File: src/rtl/tdma_arb_pkg.sv
package tdma_arb_pkg;

    localparam int unsigned LAT_MIN = 2;
    localparam int unsigned LAT_MAX = 7;

    typedef enum logic {
        ST_ARB  = 1'b0,
        ST_XFER = 1'b1
    } arb_state_e;

    typedef logic [2:0] lat_t;

    // Limit a raw latency request to the supported window lengths.
    function automatic lat_t clamp_lat(input logic [7:0] raw);
        if (raw < 8'(LAT_MIN))      return lat_t'(LAT_MIN);
        else if (raw > 8'(LAT_MAX)) return lat_t'(LAT_MAX);
        else                        return raw[2:0];
    endfunction

endpackage

File: src/rtl/tdma_slot_table.sv
module tdma_slot_table #(
    parameter  int N_SLOTS = 8,
    parameter  int ID_W    = 2,
    localparam int SLOT_W  = (N_SLOTS > 1) ? $clog2(N_SLOTS) : 1
) (
    input  logic              clk,
    input  logic              rst,
    input  logic              wr_en,
    input  logic [SLOT_W-1:0] wr_idx,
    input  logic              wr_valid,
    input  logic [ID_W-1:0]   wr_owner,
    input  logic [SLOT_W-1:0] rd_idx,
    output logic              rd_valid,
    output logic [ID_W-1:0]   rd_owner
);

    logic [N_SLOTS-1:0] vld_w;
    logic [ID_W-1:0]    own_w [N_SLOTS];

    for (genvar g = 0; g < N_SLOTS; g++) begin : g_entry
        logic            v_q;
        logic [ID_W-1:0] o_q;

        always_ff @(posedge clk) begin
            if (rst) begin
                v_q <= 1'b0;
                o_q <= '0;
            end else if (wr_en && (wr_idx == SLOT_W'(g))) begin
                v_q <= wr_valid;
                o_q <= wr_owner;
            end
        end

        assign vld_w[g] = v_q;
        assign own_w[g] = o_q;
    end

    assign rd_valid = vld_w[rd_idx];
    assign rd_owner = own_w[rd_idx];


    wr_land_chk: assert property (@(posedge clk) disable iff (rst)
        wr_en |=> (vld_w[$past(wr_idx)] == $past(wr_valid)) &&
                  (own_w[$past(wr_idx)] == $past(wr_owner)));


    rst_free_chk: assert property (@(posedge clk)
        $past(rst) |-> (vld_w == '0));

endmodule

File: src/rtl/tdma_rr_pick.sv
module tdma_rr_pick #(
    parameter int N_INIT = 4,
    parameter int ID_W   = 2
) (
    input  logic [N_INIT-1:0] req,
    input  logic [ID_W-1:0]   base,
    output logic              any,
    output logic [ID_W-1:0]   win
);

    // Circular search upward from base.
    always_comb begin
        any = 1'b0;
        win = '0;
        for (int k = 0; k < N_INIT; k++) begin
            int idx;
            idx = int'(base) + k;
            if (idx >= N_INIT) idx = idx - N_INIT;
            if (!any && req[idx]) begin
                any = 1'b1;
                win = ID_W'(idx);
            end
        end
    end

endmodule

File: src/rtl/tdma_lat_timer.sv
module tdma_lat_timer
    import tdma_arb_pkg::*;
#(
    parameter int LAT_W = 4
) (
    input  logic             clk,
    input  logic             rst,
    input  logic             load,
    input  logic [LAT_W-1:0] lat_cfg,
    output logic             last
);

    lat_t cnt_q;
    lat_t len;

    always_comb len = clamp_lat(8'(lat_cfg));

    always_ff @(posedge clk) begin
        if (rst)              cnt_q <= '0;
        else if (load)        cnt_q <= len - 3'd1;
        else if (cnt_q != '0) cnt_q <= cnt_q - 3'd1;
    end

    assign last = (cnt_q == '0);


    lat_range_chk: assert property (@(posedge clk) disable iff (rst)
        load |=> (cnt_q >= 3'(LAT_MIN - 1)) && (cnt_q <= 3'(LAT_MAX - 1)));

endmodule

File: src/rtl/tdma_rr_arbiter.sv
module tdma_rr_arbiter
    import tdma_arb_pkg::*;
#(
    parameter  int N_INIT  = 4,
    parameter  int N_SLOTS = 8,
    parameter  int LAT_W   = 4,
    localparam int ID_W    = (N_INIT > 1) ? $clog2(N_INIT) : 1,
    localparam int SLOT_W  = (N_SLOTS > 1) ? $clog2(N_SLOTS) : 1
) (
    input  logic              clk,
    input  logic              rst,
    input  logic [N_INIT-1:0] req,
    input  logic              map_we,
    input  logic [SLOT_W-1:0] map_idx,
    input  logic              map_valid,
    input  logic [ID_W-1:0]   map_owner,
    input  logic [LAT_W-1:0]  lat_cfg,
    output logic [N_INIT-1:0] grant,
    output logic              win_last
);

    arb_state_e        st_q;
    logic [N_INIT-1:0] gnt_q;
    logic [SLOT_W-1:0] slot_q;
    logic [ID_W-1:0]   rr_q;

    logic              ent_v;
    logic [ID_W-1:0]   ent_o;
    logic              rr_any;
    logic [ID_W-1:0]   rr_win;
    logic              tmr_last;

    logic              arb_phase;
    logic              own_ok;
    logic              own_hit;
    logic              contend;
    logic              go;
    logic [ID_W-1:0]   win;
    logic [SLOT_W-1:0] slot_nx;
    logic [ID_W-1:0]   rr_nx;

    tdma_slot_table #(.N_SLOTS(N_SLOTS), .ID_W(ID_W)) u_table (
        .clk      (clk),
        .rst      (rst),
        .wr_en    (map_we),
        .wr_idx   (map_idx),
        .wr_valid (map_valid),
        .wr_owner (map_owner),
        .rd_idx   (slot_q),
        .rd_valid (ent_v),
        .rd_owner (ent_o)
    );

    tdma_rr_pick #(.N_INIT(N_INIT), .ID_W(ID_W)) u_pick (
        .req  (req),
        .base (rr_q),
        .any  (rr_any),
        .win  (rr_win)
    );

    tdma_lat_timer #(.LAT_W(LAT_W)) u_timer (
        .clk     (clk),
        .rst     (rst),
        .load    (go),
        .lat_cfg (lat_cfg),
        .last    (tmr_last)
    );

    always_comb begin
        arb_phase = (st_q == ST_ARB);
        own_ok    = ent_v && ({1'b0, ent_o} < (ID_W+1)'(N_INIT)) && req[ent_o];
        own_hit   = arb_phase && own_ok;
        contend   = arb_phase && !own_ok && rr_any;
        go        = own_hit || contend;
        win       = own_hit ? ent_o : rr_win;
        slot_nx   = (slot_q == SLOT_W'(N_SLOTS - 1)) ? '0 : slot_q + 1'b1;
        rr_nx     = (win == ID_W'(N_INIT - 1)) ? '0 : win + 1'b1;
    end

    always_ff @(posedge clk) begin
        if (rst) begin
            st_q   <= ST_ARB;
            gnt_q  <= '0;
            slot_q <= '0;
            rr_q   <= '0;
        end else begin
            case (st_q)
                ST_ARB: begin
                    if (go) begin
                        st_q  <= ST_XFER;
                        gnt_q <= N_INIT'(1) << win;
                        if (contend) rr_q <= rr_nx;
                    end else begin
                        slot_q <= slot_nx;
                    end
                end
                ST_XFER: begin
                    if (tmr_last) begin
                        st_q   <= ST_ARB;
                        gnt_q  <= '0;
                        slot_q <= slot_nx;
                    end
                end
                default: st_q <= ST_ARB;
            endcase
        end
    end

    assign grant    = gnt_q;
    assign win_last = (st_q == ST_XFER) && tmr_last;


    gnt_onehot_chk: assert property (@(posedge clk) disable iff (rst)
        $onehot0(grant));


    gnt_hold_chk: assert property (@(posedge clk) disable iff (rst)
        (grant != '0 && !win_last) |=> $stable(grant));


    gnt_gap_chk: assert property (@(posedge clk) disable iff (rst)
        win_last |=> (grant == '0));


    owner_win_chk: assert property (@(posedge clk) disable iff (rst)
        own_hit |=> grant[$past(ent_o)]);


    contend_win_chk: assert property (@(posedge clk) disable iff (rst)
        contend |=> ((grant & $past(req)) != '0));


    rr_keep_chk: assert property (@(posedge clk) disable iff (rst)
        own_hit |=> $stable(rr_q));


    slot_step_chk: assert property (@(posedge clk) disable iff (rst)
        (win_last || (arb_phase && req == '0)) |=>
            (slot_q == (($past(slot_q) == SLOT_W'(N_SLOTS - 1)) ? '0 : $past(slot_q) + 1'b1)));


    slot_hold_chk: assert property (@(posedge clk) disable iff (rst)
        (grant != '0 && !win_last) |=> $stable(slot_q));


    last_pulse_chk: assert property (@(posedge clk) disable iff (rst)
        win_last |=> !win_last);

endmodule

File: config.mk
export PLATFORM = sky130hd
export DESIGN_NAME = tdma_rr_arbiter
export DESIGN_NICKNAME = d
export VERILOG_FILES = /design/src/rtl/tdma_arb_pkg.sv /design/src/rtl/tdma_slot_table.sv /design/src/rtl/tdma_rr_pick.sv /design/src/rtl/tdma_lat_timer.sv /design/src/rtl/tdma_rr_arbiter.sv
export SDC_FILE = /design/constraint.sdc
export NUM_CORES = 1
export LEC_CHECK = 0
export BUFFER_PORTS_ARGS = -buffer_cell sky130_fd_sc_hd__buf_2
export CAP_MARGIN = 20
export CORE_ASPECT_RATIO = 1.4
export CORE_MARGIN = 2
export CORE_UTILIZATION = 50
export CTS_CLUSTER_SIZE = 25
export DETAILED_ROUTE_END_ITERATION = 16
export GPL_TIMING_DRIVEN = 0
export PLACE_DENSITY = 0.7
export SLEW_MARGIN = 20
export SYNTH_ARGS = -nofsm -noshare
export SYNTH_HDL_FRONTEND = slang
export SYNTH_SLANG_ARGS = --single-unit
File: constraint.sdc
create_clock -name clk -period 3.72 [get_ports clk]
set_input_delay 0.372 -clock clk [delete_from_list [all_inputs] [get_ports clk]]
set_output_delay 0.372 -clock clk [all_outputs]
set_load 0.01 [all_outputs]
* Word-level counts from Yosys, hierarchy flattened
Index checks and enable logic that the tools add are counted.
** Storage, ports and cells
- Bits in registers :: 37
- Input bits :: 17
- Output and inout bits :: 5
- Word-level logic and storage cells :: 135
** Cells by class
- Add/sub/neg operators :: 11
- Order comparisons :: 13
- Equal/unequal tests :: 12
- Shift operators :: 1
- Mux-type cells :: 47
- Bitwise operators :: 2
- Reduce and logical (&&, ||, !) cells :: 28
** Operators by type and width (count)
- 32-bit by 4-bit < comparator with 1-bit output, second input constant :: 4
- 32-bit 2-to-1 mux :: 4
- 32-bit by 4-bit greater-or-equal comparator with 1-bit output, second input constant :: 3
- 32-bit by 4-bit subtractor with 32-bit output, second input constant :: 3
- 3-bit 2-to-1 mux :: 7
- 1-bit logical AND :: 16
- 1-bit 2-to-1 mux :: 16
- 2-bit 2-to-1 mux :: 8
- 3-bit == test, second input constant :: 5
- 1-bit binary-select mux with 2-bit select :: 5
- 4-bit 2-to-1 mux :: 2
- 4-bit one-hot mux with 2 select lines :: 1
- 2-bit by 2-bit adder with 3-bit output, second input constant :: 2
- 2-bit binary-select mux with 3-bit select :: 1
- 3-bit by 2-bit == test with 1-bit output, second input constant :: 2
- 3-bit zero test :: 2
- 3-bit one-hot mux with 2 select lines :: 1
- 3-bit by 1-bit subtractor with 3-bit output, second input constant :: 2
- 4-bit greater-or-equal comparator, second input constant :: 1
- 4-bit by 3-bit greater-than comparator with 1-bit output, second input constant :: 1
- 1-bit zero test :: 4
- 3-bit by 4-bit < comparator with 1-bit output, second input constant :: 1
- 4-bit by 2-bit < comparator with 1-bit output, second input constant :: 1
- 2-bit by 1-bit != test with 1-bit output, second input constant :: 2
- 19 further kinds :: 20

* Logic depth before layout (Yosys ltp)
Gate-level depths: netlist of run 1.
- Word-level depth :: 19
- Mapped depth :: 10
- Mapped depth without buffers :: 9

* Cells and area by module
From an unflattened synthesis of run 1, not the netlist that was laid out.
** Second synthesis, totals
- Cells, all modules :: 202
- Area total of the unflattened synthesis :: 1974.4 µm²
** By module, submodules not included
- tdma_slot_table :: instances 1, cells each 95, area an instance 1126.1 µm²
- tdma_rr_arbiter :: instances 1, cells each 71, area an instance 605.6 µm²
- tdma_lat_timer :: instances 1, cells each 21, area an instance 165.2 µm²
- tdma_rr_pick :: instances 1, cells each 15, area an instance 77.6 µm²

* Worst setup path after synthesis of run 1
OpenSTA, ideal clock, no wires.
- Path type :: reg-to-reg
- From :: register slot_q[0]
- To :: register gnt_q[0] (netlist: grant[0])
- Arrival time :: 2.473 ns
- Required time :: 3.592 ns
- Slack :: 1.120 ns
- Stages on the path, launching flop included :: 11
- Clock period less this slack :: 2.600 ns
- Path through :: dfxtp_1 > buf_6 > mux2i_1 > mux4_2 > mux2_4 > mux2_2 > nand2_2 > mux2_1 > ha_1 > a22oi_1 > nor2_1
** Between the ends
- Longest elaborated chain between the ends :: 13
- Elaborated cells between the ends (all ways) :: 20
- Those cells by class :: eq/ne: 1; shift: 1; mux: 10; bitwise: 1; reduce/logical: 7
** Ends and longest elaborated chain
- from (decl) :: RTL line tdma_rr_arbiter.sv:24 : logic [SLOT_W-1:0] slot_q;
- from (signal assigned) :: RTL line tdma_rr_arbiter.sv:94 : slot_q <= slot_nx;
- from (signal assigned) :: RTL line tdma_rr_arbiter.sv:101 : slot_q <= slot_nx;
- parallel branches: the longest is 13 deep, another holds 3-bit NOT with 4-bit output
- to (signal assigned) :: RTL line tdma_rr_arbiter.sv:91 : gnt_q <= N_INIT'(1) << win;
- to (decl) :: RTL line tdma_rr_arbiter.sv:23 : logic [N_INIT-1:0] gnt_q;
Parallel ways; which one is timed is not known. The select of a mux whose other input is x is not followed.
A chain may end at the register's enable or synchronous reset.

* Final worst setup path of run 1
Ends and elaborated chain as after synthesis.

==> reports/qor.csv, run 1 <==
metric;value;unit
drt pass-1 iters;4;
clock share of power;30.9;%
clock transition at the registers of the reported paths;0.08;ns
total power;0.9978;mW
Avg WL per Cell;14.78;um
RSZ-0062 raised after global routing;false;
critical path startpoint;slot_q[0];
CP bufs+invs;1;
Worst Max-Slew Pin Slew;0.6670;ns
switching share of total power;29.38;%
min-delay src;u_table.g_entry[5].v_q;
status;finished clean;
hold path depth;2;
final setup fails;0;
max incr delay on CP;0.59;ns
fin crit share;74.81;%
Ports;22;
yosys warns;0;
Site Rows;26;
maximum VDD drop;0.2811;mV
Ant. Diodes;0;
Tot GR Track Use;19.37;%
Crit Reg-Reg Endpoint;grant[0];
via count;1471;
clock latency at the later pin of the worst-skew pair;0.29;ns
# fillers;360;
hold worst-path end;u_table.g_entry[5].v_q;
syn nets;221;
Net Switching;0.2932;mW
internal power;0.7046;mW
busiest grt layer;met2;
htree depth;2;
DRC;0;
WP data required;3.89;ns
Post-Synthesis Cells;197;
Die H;76.83;um
CP max FO;10;
Die Wd;56.02;um
PortBufs;17;
EDFF count, synth;0;
met2 Resource Use GR;34.94;%
Logic pwr share;23.6;%
r2r startpoint;slot_q[0];
CTS Buf Count;5;
final clock skew;0.009228;ns
Final Hold Viols;0;
predominant post-synthesis flop cell;dfxtp_1;
CTS max path bufs;2;
clk sinks;37;
Via density;5.572;
count of state elements after synthesis;37;
placed cell areas;2032;um^2
CTS tree;built;
static leakage;0.9520;nW
Detail Placement HPWL;2908;um
post-route cell area;2133;um^2
Reg power frac;45.5;%
crit-path cells;buf_6, mux4_1, mux2i_1, mux2_2, nand2_2, mux2_1, ha_1, a22oi_1, nor2_1;
Synth top area share;39.10;%
delay-heaviest family, CP;multiplexers;
critical path type;reg -> reg;
crit path time final;2.783;ns
hold_buf cts;0;
worst reg2reg path depth;9;
Final Net Count;245;
Mapped Area;1894;um^2
first-pass GRT wire length;6513;um
Slowest-stage cell, CP;mux4_1;
grt total ovfl;0;
post-synth top area cell;dfxtp_1;
Layout area overhead;12.62;%
initial antenna violation count;0;
vias in the first global route;1444;
Crit path arrival time;2.95;ns
Seq/Total Area, Yosys;39.10;%
M1 GR Usage;21.37;%
HP Class;reg -> reg;
CTS Root Buffer Type;clkbuf_8;
post-synthesis average cell area;9.616;um^2
Critical Path Sink Type;register;
top area cells in the synthesized netlist;dfxtp_1 (39%), mux2i_1 (19%), nor2_1 (8.5%);
Worst R2R Setup Slack;0.94;ns
Final GP Congestion;0.7872;
CORE AREA;3643;um^2
P per Cell Area;467.7;nW/um^2
FMAX;0.3593;GHz
total negative setup slack;0;ns
crit start category;register;
largest net degree at the start of global routing;12;
fin. max-slew vios;0;
postcts setup bufs;0;
Synth cell types;33;
Post-DRT Antenna Nets;0;
die area;4304;um^2
layout cells sized above 1;14.86;%
initial DRC count;79;
Max-cap violations;0;
Synth async-reset ratio;0;%
met3 usage;4.722;%
post-cts sizing count;0;
Slew headroom;55.44;%
WL final;3902;um
initial core utilization;51.99;%
[worst min-delay path: stages (launching register included)]
cell     delay [ns]
dfxtp_1        0.32
mux2i_1        0.06
nor2_1         0.07
[power groups by stage]
stage	clock network (mW)	registers, mW	logic (mW)
floorplan	0	0.459	0.176
global placement	0	0.462	0.232
detailed placement	0	0.463	0.235
CTS	0.317	0.454	0.236
global route	0.330	0.459	0.263
finish	0.309	0.454	0.235
[logic make-up (layout without fill, tap and decap cells)]
logic type      Yosys count  in the layout  synth area share (%)
fa+ha+maj                 7              7                 4.623
simple gates             73             73                 17.70
xor+xnor                  1              1                0.4624
mux                      45             45                 28.34
flops                    37             37                 39.10
buf+inv                  13             38                 2.972
compound gates           21             21                 6.804
[Yosys cell counts (4+ instances only)]
library cell / count
a21oi_1: 8
a22oi_1: 5
clkbuf_1: 7
dfxtp_1: 37
ha_1: 7
inv_1: 4
mux2i_1: 36
mux4_1: 4
nand2_1: 8
nor2_1: 43
nor3_1: 4
[per-stage QoR]
stage	worst slack [ns]	utilization (%)	cells	hold slack, ns
floorplan	1.120	-	197	0.4514
global route	0.7914	58.55	264	0.5241
finish	0.9372	58.55	264	0.4918
detailed placement	0.9386	55.77	256	0.4776
global placement	0.9351	55.77	256	0.4680
CTS	0.9289	58.55	264	0.4953
[registers in the layout, indices dropped and copies added (netlist names)]
register / count
u_timer.cnt_q: 3
slot_q: 3
st_q: 1
u_table.g_entry.o_q: 16
grant: 4
u_table.g_entry.v_q: 8
rr_q: 2
[area by class of cell]
class	instances	area [um^2]	area share, %
multi-input cells	147	1097	51.44
flip-flops and latches	37	740.7	34.72
clock buffers	7	96.34	4.516
repair buffers	17	85.08	3.988
well taps	42	52.55	2.463
plain buffers	9	41.29	1.935
inverters	4	15.01	0.7038
clock inverters	1	5.005	0.2346
[worst max path at each step]
| stage | endpoint | slack (ns) | cells after the start |
|---|---|---|---|
| finish | grant[0] | 0.94 | 9 |
| global route | grant[0] | 0.79 | 9 |
| CTS | grant[0] | 0.93 | 10 |
| detailed placement | grant[0] | 0.94 | 10 |
| global placement | grant[2] | 0.94 | 10 |
| floorplan | grant[0] | 1.12 | 10 |
[layout by cell type (no fill, tap or decap), drive strengths merged]
master and count:
a211oi 1, a21o 1, a21oi 8, a22oi 5
and2 2, buf 19, clkbuf 14, clkinv 1
dfxtp 37, ha 7, inv 4, mux2 4
mux2i 36, mux4 5, nand2 9, nand2b 3
nand3b 1, nand4 1, nand4b 3, nor2 43
nor2b 2, nor3 4, nor3b 2, nor4 1
o21ai 3, o221ai 1, o22ai 2, or2 2
xnor2 1
[metal layers]
layer | wire (um) | part of all wire (%)
met1 | 1622 | 42
met2 | 2044 | 52
met3 | 157 | 4.0
met4 | 77 | 2.0
met5 | 0 | 0
No activity file was read; power rests on OpenSTA's default activity.
==> inputs of run 2 (changes only) <==
ABC_AREA = 1   (was not set)
PLACE_DENSITY = 0.69   (was 0.7)
clock period = 2.8 ns   (was 3.72 ns; I/O delays follow)
==> run 2 against run 1 <==
  * Clock-buffer cell count decreased by 2
  * Worst hold slack got worse by 0.25 ns
  * Flip-flop and latch count is the same
  * Register-to-register slack worse by 0.32 ns
  * Clock power is 19% higher
  * Non-clock buffer count rose by 2
  * Area after synthesis increased by 13%
  * Critical path depth grew 5
  * Worst setup slack got worse by 0.32 ns
  * Wire length increased by 16%
  * Critical path type unchanged
==> reports/qor.csv, run 2 <==
metric;value;unit
Mapped Area;2138;um^2
synth cell count leaders;nand2_1 (65), nor2_1 (62), inv_1 (40), dfxtp_1 (37), o21ai_0 (35);
crit path time final;2.180;ns
postcts setup bufs;0;
CP dominant cell by count;nand3_1;
Seq/Total Area, Yosys;34.64;%
final clock skew;0.008102;ns
Worst Max-Slew Pin Slew;0.5831;ns
DRC;0;
FF+latch area;740.7;um^2
Synth top area share;34.64;%
maximum VDD drop;0.4428;mV
commonest non-fill, non-tap cell in the layout;nand2_1;
Largest register FFs;16;
layout cells sized above 1;17.00;%
drt pass-1 iters;4;
CTS Buf Count;5;
syn nets;350;
first-pass GRT wire length;7948;um
Critical Path Sink Type;register;
top-count cell post-synth;nand2_1;
post-synthesis average cell area;6.559;um^2
FMAX;0.4587;GHz
vias in the first global route;1839;
Final Hold Viols;0;
grt total ovfl;0;
hold_buf cts;0;
min-delay src;rst;
fin. max-slew vios;0;
Top reg by flops;u_table.g_entry.o_q;
most frequent cells in the layout;nand2_1 (65), nor2_1 (62), inv_1 (40);
critical path type;reg -> reg;
initial core utilization;51.29;%
post-synth top area cell;dfxtp_1;
Via density;5.035;
initial DRC count;78;
WHS;0.2455;ns
crit-path cells;inv_2, buf_6, nand2_1, nand3_1, nand3_1, nand2_2, nand3_1, nand2_2, nand3_1, inv_1, o21ai_0, ha_1, nor2_1, nor2_1;
Final GP Congestion;0.8108;
fin crit share;77.86;%
r2r startpoint;slot_q[0];
Layout area overhead;11.12;%
CTS max path bufs;2;
clk sinks;37;
CP max FO;10;
Crit path arrival time;2.37;ns
die area;4823;um^2
largest net degree at the start of global routing;13;
CORE AREA;4169;um^2
EDFF count, synth;0;
Slew headroom;60.77;%
# fillers;424;
HP Class;in -> reg;
Tot GR Track Use;21.58;%
Synth cell types;31;
predominant post-synthesis flop cell;dfxtp_1;
total negative setup slack;0;ns
crit start category;register;
Post-Synthesis Cells;326;
WP data required;2.99;ns
Detail Placement HPWL;3514;um
htree depth;2;
Max-cap violations;0;
clock latency at the later pin of the worst-skew pair;0.29;ns
PortBufs;19;
Avg WL per Cell;11.37;um
Die Wd;59.27;um
Site Rows;28;
status;finished clean;
top area cells in the synthesized netlist;dfxtp_1 (35%), nand2_1 (11%), nor2_1 (11%);
initial antenna violation count;0;
Die H;81.38;um
max incr delay on CP;0.50;ns
P per Cell Area;981.8;nW/um^2
count of state elements after synthesis;37;
RSZ-0062 raised after global routing;false;
Ports;22;
yosys warns;0;
Synth async-reset ratio;0;%
final setup fails;0;
post-cts sizing count;0;
CTS Root Buffer Type;clkbuf_8;
critical path startpoint;slot_q[0];
static leakage;1.139;nW
via count;2004;
Multi-input gate area;1166;um^2
Final Util;56.99;%
Post-DRT Antenna Nets;0;
CTS tree;built;
clock transition at the registers of the reported paths;0.08;ns
Ant. Diodes;0;
Slowest-stage cell, CP;dfxtp_1;
Final Net Count;376;
WL final;4526;um
-- run 2: cell types whose count changed in the layout (fill, tap and decap cells not counted), sizes merged, moves of 6 or more --
| cell | delta |
|---|---|
| inv | +40 |
| nand3 | +20 |
| nor2 | +23 |
| o21ai | +37 |
| mux2i | -36 |
| buf | +6 |
| nand2 | +69 |
| clkbuf | -6 |
-- run 2: layout make-up --
type	instances	area share, %
repair buffers	19	4.002
flip-flops and latches	37	31.17
clock inverters	3	0.7372
multi-input cells	236	49.08
well taps	45	2.370
inverters	44	7.162
plain buffers	9	2.580
clock buffers	5	2.896
-- run 2: final timing paths --
| check | to | slack (ns) | cells past startpoint |
|---|---|---|---|
| worst min register to register | grant[3] | 0.46 | 2 |
| worst max register to register | rr_q[1] | 0.62 | 14 |
| worst min-delay path | u_timer.cnt_q[0] | 0.25 | 2 |
| worst max-delay path | rr_q[1] | 0.62 | 14 |
-- run 2: layer usage --
layer / global-route usage (%) / share of wire [%] / vias up
met1: 24.71 / 43 / 884
met5: 0 / 0 / -
met4: 7.955 / 1.9 / 0
met2: 39.01 / 52 / 32
met3: 3.662 / 2.8 / 8
li1: - / - / 1080
-- run 2: logic make-up after synthesis --
logic type / synth area share [%]
flops: 34.64
simple gates: 35.46
xor+xnor: 0.4097
fa+ha+maj: 4.096
compound gates: 14.57
buf+inv: 10.82
-- run 2: per-stage QoR --
step | instances | setup WS [ns] | power (mW) | cell area (um^2)
6_report | 398 | 0.6200 | 2.333 | 2376
3_3_place_gp | 390 | 0.6033 | 1.978 | 2290
3_5_place_dp | 390 | 0.6026 | 1.988 | 2290
5_1_grt | 398 | 0.3917 | 2.587 | 2376
2_1_floorplan | 326 | 0.8852 | 1.735 | 2138
4_1_cts | 398 | 0.5954 | 2.360 | 2376
-- run 2: worst max-delay path: cells and delay by family (launching register included) --
family          cells  cell delay (ns)
simple gates        9             0.73
flops               1             0.50
buf+inv             3             0.32
fa+ha+maj           1             0.29
compound gates      1             0.24
-- run 2: power breakdown --
part	total, mW	switching, mW	internal (mW)
registers	0.682	0.0657	0.616
clock network	0.368	0.196	0.172
logic	1.28	0.808	0.475
==> inputs of run 3 (changes only) <==
clock period = 2.1 ns   (was 2.8 ns; I/O delays follow)
==> run 3 against run 2 <==
  * Non-clock buffer count up 7
  * Critical endpoint unchanged
  * Largest power group unchanged
  * Highest routed layer unchanged
  * Power up 46%
  * Combinational power up 56%
  * Critical path type unchanged
  * Sequential power up 36%
  * Flip-flop and latch count unchanged
  * Fmax up 9.0%
  * Worst setup slack worse by 0.52 ns
==> reports/qor.csv, run 3 (same netlist as run 2, synthesis figures left out) <==
metric;value;unit
htree depth;2;
initial antenna violation count;0;
first-pass GRT wire length;7941;um
vias in the first global route;1831;
Max-cap violations;0;
WP data required;2.29;ns
crit-path cells;buf_6, nand2_1, o21ai_1, nand2_1, nand2_1, inv_2, nand2_2, nor2_4, nand2_4, nand2_1, nand2_2, nand2_2, inv_1, ha_1, nor2_1, nor2_1;
initial DRC count;88;
Final Hold Viols;0;
fin crit share;95.23;%
CP dominant cell by count;nand2_1;
max incr delay on CP;0.34;ns
placed cell areas;2290;um^2
CTS Buf Count;5;
Layout area overhead;17.38;%
WL final;4689;um
final setup fails;0;
initial core utilization;51.29;%
layout cells sized above 1;22.22;%
Post-DRT Antenna Nets;0;
clock transition at the registers of the reported paths;0.08;ns
drt pass-1 iters;4;
Tot GR Track Use;21.58;%
die area;4823;um^2
WHS;0.1746;ns
Avg WL per Cell;11.58;um
Worst Max-Slew Pin Slew;0.5812;ns
DRC;0;
CORE AREA;4169;um^2
FMAX;0.5001;GHz
P per Cell Area;1361;nW/um^2
final std cells w/o fill;405;
commonest non-fill, non-tap cell in the layout;nand2_1;
clock latency at the later pin of the worst-skew pair;0.29;ns
Ports;22;
Slew headroom;60.89;%
CTS Root Buffer Type;clkbuf_8;
fin. max-slew vios;0;
clk sinks;37;
Slowest-stage cell, CP;dfxtp_2;
Final GP Congestion;0.8108;
Final Net Count;383;
crit start category;register;
status;finished clean;
static leakage;1.183;nW
HP Class;in -> reg;
final clock skew;0.006239;ns
CP max FO;10;
Die Wd;59.27;um
Site Rows;28;
RSZ-0062 raised after global routing;true;
Ant. Diodes;0;
Final Util;60.20;%
Top reg by flops;u_table.g_entry.o_q;
Via density;5.040;
Detail Placement HPWL;3514;um
grt total ovfl;0;
PortBufs;19;
placed insts;390;
critical path type;reg -> reg;
maximum VDD drop;0.6372;mV
Largest register FFs;16;
crit path time final;2.000;ns
CTS tree;built;
most frequent cells in the layout;nand2_1 (63), nor2_1 (62), inv_1 (38);
via count;2041;
largest net degree at the start of global routing;13;
Die H;81.38;um
post-route cell area;2510;um^2
Critical Path Sink Type;register;
CTS max path bufs;2;
Crit path arrival time;2.19;ns
==> run 3: cell types whose count changed in the layout (fill, tap and decap cells not counted), sizes merged <==
cell / before / now
inv: 44 / 43
clkbuf: 8 / 7
clkinvlp: 1 / 2
buf: 25 / 33
==> run 3: what timing repair did <==
action,4_1_cts,5_1_grt
pin swaps,0,10
endpoints found under the hold margin,0,0
gates resized for setup,4,20
setup endpoints to repair,2,6
hold buffers,0,0
gates cloned,0,1
buffers inserted,0,6
==> run 3: cell type report <==
cell class,instances,area (um^2)
fillers,411,1659
multi-input cells,236,1227
flip-flops and latches,37,747.0
inverters,44,176.4
repair buffers,26,147.6
clock buffers,5,68.82
plain buffers,9,68.82
well taps,45,56.30
clock inverters,3,17.52
==> run 3: worst paths after layout <==
| kind | startpoint | endpoint | slack (ns) | depth (start not counted) |
|---|---|---|---|---|
| worst max register to register | rr_q[0] | rr_q[1] | 0.10 | 16 |
| worst min register to register | grant[3] | grant[3] | 0.46 | 2 |
| worst max-delay path | rr_q[0] | rr_q[1] | 0.10 | 16 |
| worst min-delay path | rst | u_timer.cnt_q[0] | 0.17 | 2 |
==> run 3: critical path, delay by kind of cell (launching register included) <==
family	cells	cell delay (ns)
AO/OA/AOI/OAI	1	0.07
adder cells (fa/ha/maj)	1	0.32
buffers and inverters	3	0.28
flip-flops	1	0.34
AND/OR/NAND/NOR	11	0.88
==> run 3: power by group <==
group          switching, mW  internal [mW]
logic                   1.19          0.802
registers             0.0965          0.830
clock network          0.265          0.229
==> run 3: per-stage QoR <==
| step | power (mW) | setup WS [ns] | TNS [ns] |
|---|---|---|---|
| global placement | 2.638 | -0.09672 | -0.09672 |
| global route | 3.750 | -0.03847 | -0.05334 |
| detailed placement | 2.651 | -0.09743 | -0.09743 |
| floorplan | 2.314 | 0.1852 | 0 |
| finish | 3.417 | 0.1002 | 0 |
| CTS | 3.166 | 0.006408 | 0 |
==> run 3: metal layers <==
layer	part of all wire, %	vias to the layer above	GRT usage, %
met5	0	-	0
met4	2.2	0	7.955
met3	3.5	11	3.662
met2	52	43	39.01
met1	42	894	24.71
li1	-	1093	-
